## src/rtl/obc_pkg.sv

```systemverilog
package obc_pkg;
  localparam int OBC_NREGS = 4;
  localparam int OBC_SEL_W = 2;
  typedef logic [7:0] obc_reg_t;
  localparam obc_reg_t OBC_RESET_VAL [OBC_NREGS] = '{8'h00, 8'h0F, 8'h00, 8'h10};
  // register numbers whose contents drive behaviour
  localparam int OBC_MODE_REG = 1;
  localparam int OBC_CFG_REG  = 3;
  // bit positions inside the mode register
  localparam int OBC_ASIC_BIT  = 4;
  localparam int OBC_PRG8K_BIT = 3;
  localparam int OBC_OUTHI_BIT = 0;
  // bit positions inside the config register
  localparam int OBC_CHRWIDE_BIT = 7;
  localparam int OBC_CHROUT_BIT  = 6;
  localparam int OBC_PRGWIDE_BIT = 4;
  localparam int OBC_PRGOUT_BIT  = 3;
endpackage

```

## src/rtl/obc_regfile.sv

```systemverilog
module obc_regfile
  import obc_pkg::*;
#(
  parameter int ADDR_W   = 16,
  parameter int WIN_BASE = 'h5000,
  parameter int WIN_SPAN = 'h1000
) (
  input  logic                                clk,
  input  logic                                rst,
  input  logic                                wr_en,
  input  logic [ADDR_W-1:0]                   wr_addr,
  input  logic [7:0]                          wr_data,
  output logic [OBC_NREGS-1:0][7:0]           regs_q,
  output logic [OBC_NREGS-1:0]                hit
);
  localparam logic [ADDR_W-1:0] WIN_LO = ADDR_W'(WIN_BASE);
  localparam logic [ADDR_W-1:0] WIN_HI = ADDR_W'(WIN_BASE + WIN_SPAN - 1);

  logic win_hit;
  assign win_hit = wr_en && (wr_addr >= WIN_LO) && (wr_addr <= WIN_HI);

  for (genvar g = 0; g < OBC_NREGS; g++) begin : g_sel
    assign hit[g] = win_hit && (wr_addr[OBC_SEL_W-1:0] == OBC_SEL_W'(g));
  end

  always_ff @(posedge clk) begin
    for (int i = 0; i < OBC_NREGS; i++) begin
      if (rst)         regs_q[i] <= OBC_RESET_VAL[i];
      else if (hit[i]) regs_q[i] <= wr_data;
    end
  end
endmodule

```

## src/rtl/obc_mode_pulse.sv

```systemverilog
module obc_mode_pulse (
  input  logic clk,
  input  logic rst,
  input  logic mode_wr,
  input  logic mode_new,
  input  logic mode_cur,
  output logic asic_rst_o,
  output logic mmc_rst_o
);
  logic rise, fall;
  assign rise = mode_wr &&  mode_new && !mode_cur;
  assign fall = mode_wr && !mode_new &&  mode_cur;

  always_ff @(posedge clk) begin
    if (rst) begin
      asic_rst_o <= 1'b0;
      mmc_rst_o  <= 1'b0;
    end else begin
      asic_rst_o <= rise;
      mmc_rst_o  <= fall;
    end
  end
endmodule

```

## src/rtl/obc_prg_map.sv

```systemverilog
module obc_prg_map #(
  parameter int BANK_W = 6,
  parameter int SLOT_W = 2
) (
  input  logic              asic_mode,
  input  logic              banked_8k,
  input  logic              outer_hi,
  input  logic              outer_lo,
  input  logic              wide_mask,
  input  logic [2:0]        rom_sel,
  input  logic [SLOT_W-1:0] slot,
  input  logic [BANK_W-1:0] mmc_idx,
  input  logic [BANK_W-1:0] asic_idx,
  output logic [BANK_W-1:0] bank,
  output logic              is_32k
);
  localparam logic [BANK_W-1:0] MASK_WIDE   = BANK_W'(8'h1F);
  localparam logic [BANK_W-1:0] MASK_NARROW = BANK_W'(8'h0F);
  localparam int              BLK_W       = BANK_W - SLOT_W;

  logic [BANK_W-1:0] outer, mask, inner, merged, combo, blk;

  always_comb begin
    outer    = '0;
    outer[4] = outer_lo;
    outer[5] = outer_hi;
  end

  assign mask   = (asic_mode || wide_mask) ? MASK_WIDE : MASK_NARROW;
  assign inner  = asic_mode ? asic_idx : mmc_idx;
  assign merged = (inner & mask) | (outer & ~mask);
  assign combo  = outer | BANK_W'({rom_sel, 1'b0});
  assign blk    = combo >> 2;
  assign is_32k = !asic_mode && !banked_8k;
  assign bank   = is_32k ? {blk[BLK_W-1:0], slot} : merged;
endmodule

```

## src/rtl/obc_chr_map.sv

```systemverilog
module obc_chr_map #(
  parameter int BANK_W = 9
) (
  input  logic              asic_mode,
  input  logic              outer_hi,
  input  logic              outer_lo,
  input  logic              wide_mask,
  input  logic [7:0]        mmc_idx,
  input  logic [7:0]        asic_idx,
  output logic [BANK_W-1:0] bank
);
  localparam logic [BANK_W-1:0] MASK_WIDE   = BANK_W'(8'hFF);
  localparam logic [BANK_W-1:0] MASK_NARROW = BANK_W'(8'h7F);

  logic [BANK_W-1:0] outer, mask, inner;

  always_comb begin
    outer    = '0;
    outer[7] = outer_lo;
    outer[8] = outer_hi;
  end

  assign mask  = (asic_mode || wide_mask) ? MASK_WIDE : MASK_NARROW;
  assign inner = BANK_W'(asic_mode ? asic_idx : mmc_idx);
  assign bank  = (inner & mask) | (outer & ~mask);
endmodule

```

## src/rtl/outer_bank_ctrl.sv

```systemverilog
module outer_bank_ctrl
  import obc_pkg::*;
#(
  parameter int ADDR_W   = 16,
  parameter int WIN_BASE = 'h5000,
  parameter int WIN_SPAN = 'h1000,
  parameter int IDX_W    = 8,
  parameter int PRG_W    = 6,
  parameter int CHR_W    = 9,
  parameter int SLOT_W   = 2
) (
  input  logic              clk,
  input  logic              rst,
  input  logic              wr_en,
  input  logic [ADDR_W-1:0] wr_addr,
  input  logic [7:0]        wr_data,
  input  logic [SLOT_W-1:0] prg_slot,
  input  logic [IDX_W-1:0]  mmc_prg_idx,
  input  logic [IDX_W-1:0]  asic_prg_idx,
  input  logic [IDX_W-1:0]  mmc_chr_idx,
  input  logic [IDX_W-1:0]  asic_chr_idx,
  output logic              mode_asic,
  output logic              asic_core_rst,
  output logic              mmc_core_rst,
  output logic              prg_32k,
  output logic [PRG_W-1:0]  prg_bank,
  output logic [CHR_W-1:0]  chr_bank
);
  logic [OBC_NREGS-1:0][7:0] regs_q;
  logic [OBC_NREGS-1:0]      hit;
  obc_reg_t                  mode_r, cfg_r;

  obc_regfile #(.ADDR_W(ADDR_W), .WIN_BASE(WIN_BASE), .WIN_SPAN(WIN_SPAN)) u_regs (
    .clk(clk), .rst(rst), .wr_en(wr_en), .wr_addr(wr_addr), .wr_data(wr_data),
    .regs_q(regs_q), .hit(hit)
  );

  assign mode_r    = regs_q[OBC_MODE_REG];
  assign cfg_r     = regs_q[OBC_CFG_REG];
  assign mode_asic = mode_r[OBC_ASIC_BIT];

  obc_mode_pulse u_pulse (
    .clk(clk), .rst(rst),
    .mode_wr(hit[OBC_MODE_REG]), .mode_new(wr_data[OBC_ASIC_BIT]), .mode_cur(mode_asic),
    .asic_rst_o(asic_core_rst), .mmc_rst_o(mmc_core_rst)
  );

  obc_prg_map #(.BANK_W(PRG_W), .SLOT_W(SLOT_W)) u_prg (
    .asic_mode(mode_asic), .banked_8k(mode_r[OBC_PRG8K_BIT]),
    .outer_hi(mode_r[OBC_OUTHI_BIT]), .outer_lo(cfg_r[OBC_PRGOUT_BIT]),
    .wide_mask(cfg_r[OBC_PRGWIDE_BIT]), .rom_sel(cfg_r[2:0]), .slot(prg_slot),
    .mmc_idx(mmc_prg_idx[PRG_W-1:0]), .asic_idx(asic_prg_idx[PRG_W-1:0]),
    .bank(prg_bank), .is_32k(prg_32k)
  );

  obc_chr_map #(.BANK_W(CHR_W)) u_chr (
    .asic_mode(mode_asic), .outer_hi(mode_r[OBC_OUTHI_BIT]), .outer_lo(cfg_r[OBC_CHROUT_BIT]),
    .wide_mask(cfg_r[OBC_CHRWIDE_BIT]), .mmc_idx(mmc_chr_idx[7:0]), .asic_idx(asic_chr_idx[7:0]),
    .bank(chr_bank)
  );

  logic unused_ok;
  assign unused_ok = ^{regs_q[0], regs_q[2], mode_r[7:5], mode_r[2:1], cfg_r[5],
                       hit[0], hit[2], hit[3],
                       mmc_prg_idx[IDX_W-1:PRG_W], asic_prg_idx[IDX_W-1:PRG_W]};
endmodule

```

## config.mk

```make
export PLATFORM = sky130hd
export DESIGN_NAME = outer_bank_ctrl
export DESIGN_NICKNAME = d
export VERILOG_FILES = /design/src/rtl/obc_pkg.sv /design/src/rtl/obc_regfile.sv /design/src/rtl/obc_mode_pulse.sv /design/src/rtl/obc_prg_map.sv /design/src/rtl/obc_chr_map.sv /design/src/rtl/outer_bank_ctrl.sv
export SDC_FILE = /design/constraint.sdc
export NUM_CORES = 1
export LEC_CHECK = 0
export ABC_CLOCK_PERIOD_IN_PS = 1200
export BUFFER_PORTS_ARGS = -buffer_cell sky130_fd_sc_hd__buf_2
export CORE_ASPECT_RATIO = 1.4
export CORE_MARGIN = 2
export CORE_UTILIZATION = 35
export CTS_BUF_LIST = sky130_fd_sc_hd__clkbuf_8
export DETAILED_ROUTE_END_ITERATION = 16
export PLACE_DENSITY = 0.82
export SETUP_SLACK_MARGIN = 0.3
export SKIP_CTS_REPAIR_TIMING = 1
export SYNTH_ARGS = -nofsm -noshare
export SYNTH_HDL_FRONTEND = slang
export SYNTH_SLANG_ARGS = --single-unit
```

## constraint.sdc

```tcl
create_clock -name clk -period 1.2 [get_ports clk]
set_clock_uncertainty 0.1 [all_clocks]
set_input_delay 0.12 -clock clk [delete_from_list [all_inputs] [get_ports clk]]
set_output_delay 0.12 -clock clk [all_outputs]
set_load 0.02 [all_outputs]
```

# Yosys cells after proc, flatten, opt, wreduce, memory -nomap -nowiden
# Index checks and enable logic that the tools add are counted.
[totals]
input_bits = 61
out_inout_bits = 19
reg_bits = 15
[classes]
muxes = 5
n_bitwise = 9
magnitude_cmp = 2
reduce_logical = 14
eq_ne = 2
[op_table]
columns = ["op", "n"]
rows = [
  ["bitwise AND 9 bit", 2],
  ["greater-or-equal comparator 16 x 15 -> 1 bit (second input constant)", 1],
  ["less-or-equal comparator 16 x 15 -> 1 bit (second input constant)", 1],
  ["two-way mux 8 bit", 2],
  ["bitwise AND 6 bit", 2],
  ["two-way mux 6 bit", 2],
  ["logical AND 1 bit", 9],
  ["NOT 9 bit", 1],
  ["OR 9 bit", 1],
  ["NOT 6 bit", 1],
  ["OR 6 x 4 -> 6 bit", 1],
  ["OR 6 bit", 1],
  ["two-way mux 5 bit", 1],
  ["zero test 1 bit", 3],
  ["== test 2 x 1 -> 1 bit (second input constant)", 1],
  ["== test 2 bit (second input constant)", 1],
  ["logical OR 1 bit", 2],
]

# Depth between registers and ports, before layout
[logic_depth]
ltp_word = 6
mapped_depth = 4
depth_no_buf = 3

# Hierarchy
# A second synthesis with hierarchy kept.
[unflattened]
cells_unflattened = 165
area_unflattened_um2 = 1672.9
[modules_own_cells]
columns = ["module", "instances", "area_per_inst_um2", "cells_per_inst"]
rows = [
  ["obc_regfile", 1, 1335.0, 129],
  ["obc_chr_map", 1, 142.6, 12],
  ["obc_prg_map", 1, 130.1, 20],
  ["obc_mode_pulse", 1, 65.1, 4],
]

# Worst setup path before layout
# Ideal clock, no wire load.
[synth_path]
path_kind = "register to output"
start = "register u_regs.regs_q[12] in the netlist's numbering"
end = "output chr_bank[1]"
arrival_ps = 1133
required_ps = 980
path_slack_ps = -153
n_path_buf = 1
path_stages_with_launch = 3
path_cell_list = "dfxtp_1 buf_2 mux2_2"
[synth_via]
elab_chain_cells = 3
[synth_rtl]
columns = ["item", "line", "source"]
rows = [
  ["start: declaration", "obc_regfile.sv:13", "output logic [OBC_NREGS-1:0][7:0] regs_q,"],
  ["start signal: indexed assignment", "obc_regfile.sv:28", "if (rst) regs_q[i] <= OBC_RESET_VAL[i];"],
  ["start signal: indexed assignment", "obc_regfile.sv:29", "else if (hit[i]) regs_q[i] <= wr_data;"],
  ["two-way mux 8 bit", "obc_chr_map.sv:24", "assign inner = BANK_W'(asic_mode ? asic_idx : mmc_idx);"],
  ["bitwise AND 9 bit", "obc_chr_map.sv:25", "assign bank = (inner & mask) | (outer & ~mask);"],
  ["OR 9 bit", "obc_chr_map.sv:25", ""],
  ["end: declaration", "outer_bank_ctrl.sv:27", "output logic [CHR_W-1:0] chr_bank"],
]
# Every way passes these cells.

# Worst setup path after layout
[layout_path]
start = "register u_regs.regs_q[11] in the netlist's numbering"
end = "output prg_bank[2]"
[layout_via]
elab_chain_cells = 3
[layout_rtl]
columns = ["item", "line", "source"]
rows = [
  ["zero test 1 bit", "obc_prg_map.sv:34", "assign is_32k = !asic_mode && !banked_8k;"],
  ["logical AND 1 bit", "obc_prg_map.sv:34", ""],
  ["two-way mux 6 bit", "obc_prg_map.sv:35", "assign bank = is_32k ? {blk[BLK_W-1:0], slot} : merged;"],
  ["end: declaration", "outer_bank_ctrl.sv:26", "output logic [PRG_W-1:0] prg_bank,"],
]
# Every way passes these cells.

==> qor.log <==
qor: outcome.outcome complete, but fails checks
qor: logic_synthesis.synth_enable_flop_cells 0
qor: finish.areaGrowthSynthToFinish 103%
qor: cts.tritoncts done
qor: route.dr_total_vias 921
qor: worst_hold_path.holdCritStartpoint wr_data[0]
qor: cts.cts.root.buffer_cell clkbuf_8
qor: logic_synthesis.post_synth.cell_area_avg 8.87 um2
qor: cts.clock_tree_sinks 11
qor: sta.worst_slew_margin_rel 78.8%
qor: logic_synthesis.synth-seq-cells 11
qor: logic_synthesis.post-synth-top-area-cell dfxtp_1
qor: power_and_ir_drop.leakagePower 0.648 nW
qor: setup_path.rr_worst_depth 5
qor: placement.placement.cell_area 1120 um2
qor: logic_synthesis.post_synth_top_flop dfxtp_1
qor: setup_path.r2r_endpoint u_regs.regs_q[12]
qor: logic_synthesis.yosysSeqAreaShare 30.7%
qor: logic_synthesis.syn_inst 81
qor: job.cap_violations 0
qor: sta.hold_violations 0
qor: finish.antenna-diode-count 0
qor: outcome.violations_in_the_final_reports setup timing
qor: power_and_ir_drop.vdd_ir_drop_max 0.669 mV
qor: sta.timing.final.max_slew_violations 0
qor: placement.dpl.hpwl 1.59 mm
qor: setup_path.worst_r2r_startpoint u_regs.regs_q[12]
qor: floorplanning.start_util 36.8%
qor: sta.worst_slew_pin_slew 0.318 ns
qor: setup_path.r2r_setup_slack 0.09 ns
qor: logic_synthesis.synth_largest_type_area_fraction 30.7%
qor: finish.num-nets-final 212
qor: sta.fin_crit 1.44 ns
qor: finish.post_route_cells_drive_above_1_share 70.7%
qor: placement.port_buffers 62
qor: grt.antenna_found_initial 0
qor: cts.numCtsBuffers 3
qor: floorplanning.die_area 2440 um2
qor: setup_path.criticalPathCategory register to output pin
qor: route.drt_wl_total 2.88 mm
qor: logic_synthesis.synthesis.area 718 um2
qor: logic_synthesis.synth.distinct_cells 19
qor: cts.clock_tree.htree_level_count 1
qor: grt.grt_pass1_vias 756
qor: logic_synthesis.synthTopCellsByCount 11 x dfxtp_1, 11 x o21ai_0, 9 x mux2i_1, 7 x mux2_2, 7 x nand2_1
qor: grt.gr-total-overflow 0
qor: setup_path.critical_path_peak_fanout 7
qor: route.remaining_drc_errors 0
qor: grt.overall_routing_resource_usage 16.5%
qor: floorplanning.core_region_area 1950 um2
qor: route.vias_per_cell 5.39
qor: route.detail_route.wl_per_cell 16.8 um
qor: placement.preCtsSetupSlack 0.0178 ns
qor: worst_hold_path.worst_min_path_class primary input to register
qor: worst_hold_path.worstHoldEndpoint u_regs.regs_q[8]
qor: placement.gpl.final_weighted_congestion 0.778
qor: worst_hold_path.timing.hold.worst_path_depth 3
qor: cts.clock_insertion_delay_worst_skew 0.24 ns
qor: floorplanning.die_width 42.3 um
qor: route.detail-route-antenna-nets 0
qor: sta.timing.final.crit_share 120%
qor: sta.max_clock_freq 694 MHz
qor: floorplanning.floorplan.die.height 57.6 um
qor: logic_synthesis.synth-warning-count 0
qor: sta.rsz0062_at_grt yes
qor: setup_path.setup.worst_path.end_class output pin
qor: logic_synthesis.async_reset_ff_share 0%
qor: sta.final.setup.worst_slack -0.241 ns
qor: power_and_ir_drop.power_per_cell_area 696 nW/um2
qor: sta.setup_viol 15
qor: logic_synthesis.ys_top_cells_by_area dfxtp_1 31%, mux2i_1 13%, mux2_2 11%
qor: setup_path.cp_data_arrival_time 1.22 ns
qor: logic_synthesis.syn-num-nets 142
qor: cts.ctsLongestPathBuffers 2
qor: setup_path.setup.worst_path.start_class register
qor: route.first_iter_violations 22
qor: route.dr.pass1.iters 4
qor: grt.grt_start_max_net_pins 16
qor: finish.final_design_area_no_fill 1460 um2
qor: grt.grt_pass1_wl 3.11 mm
qor: floorplanning.io_pins 80
qor: setup_path.worst-endpoint-required 0.98 ns
qor: floorplanning.row_count 19
qor: cts.worst_path_clk_slew 0.06 ns
metrics by stage:
| step | cells | hold WS (ns) | util [%] | power [mW] | setup TNS, ns |
|---|---|---|---|---|---|
| floorplan | 81 | 0.164 | - | 0.473 | 0 |
| global placement | 160 | 0.276 | 57.3 | 0.568 | 0 |
| detailed placement | 160 | 0.291 | 57.3 | 0.573 | 0 |
| CTS | 164 | 0.0463 | 59.6 | 0.933 | -2.42 |
| global route | 171 | 0.0584 | 74.7 | 1.05 | -3.09 |
| finish | 171 | 0.0340 | 74.7 | 1.01 | -2.78 |
cell type report:
class	count	area, um2
clock inverters	1	5.00
fillers	115	493
clock buffers	3	41.3
multi-input cells	62	588
repair buffers	73	564
flip-flops and latches	11	231
well taps	21	26.3
where the power goes:
part | leakage, nW | switching (mW) | total, mW | internal [mW]
logic | 0.533 | 0.119 | 0.267 | 0.148
registers | 0.0900 | 0.00152 | 0.364 | 0.363
clock network | 0.0255 | 0.153 | 0.382 | 0.229
logic make-up (layout without fill, tap and decap cells):
family | after synthesis | in the layout | share of synthesized area [%]
and+or+nand+nor | 29 | 29 | 27.7
buffers and inverters | 8 | 77 | 6.27
DFF | 11 | 11 | 30.7
AOI/OAI and AO/OA | 17 | 17 | 11.8
muxes | 16 | 16 | 23.5
routing by layer:
layer	GRT usage [%]	share of wire [%]	up-vias
met1	16.2	34	422
met2	30.8	54	57
met4	10.7	4.0	0
met3	2.85	8.2	10
li1	-	-	432
met5	0	0	-
sequential cells by signal, summed over array words and instances (netlist names):
| signal | count |
|---|---|
| u_pulse.asic_rst_o | 1 |
| u_pulse.mmc_rst_o | 1 |
| u_regs.regs_q | 9 |
worst max path at each step:
stage	startpoint	endpoint	slack, ns
6_report	u_regs.regs_q[11]	prg_bank[2]	-0.24
5_1_grt	u_regs.regs_q[11]	prg_bank[3]	-0.25
4_1_cts	u_regs.regs_q[12]	chr_bank[0]	-0.21
3_5_place_dp	wr_addr[13]	u_regs.regs_q[12]	0.02
3_3_place_gp	wr_addr[13]	u_pulse.asic_rst_o	0.04
2_1_floorplan	u_regs.regs_q[12]	chr_bank[1]	0.10
cells in the final DEF, fill, tap and decap left out, types with 3 or more instances in the layout:
| cell type | Yosys | layout |
|---|---|---|
| o21ai_4 | 0 | 4 |
| nand4_1 | 5 | 5 |
| clkbuf_8 | 0 | 3 |
| dfxtp_2 | 0 | 3 |
| buf_4 | 3 | 7 |
| nor2_1 | 6 | 5 |
| nand2_1 | 7 | 5 |
| mux2_4 | 0 | 7 |
| mux2i_1 | 9 | 6 |
| dfxtp_1 | 11 | 6 |
| buf_2 | 3 | 42 |
| a21oi_1 | 6 | 6 |
| buf_6 | 0 | 21 |
| o21ai_0 | 11 | 4 |
critical path, stage by stage (launching register included):
cell	delay [ns]
dfxtp_4	0.44
mux2i_2	0.32
o21ai_4	0.08
buf_6	0.13
Note: power is estimated with default switching activity, not from simulation.
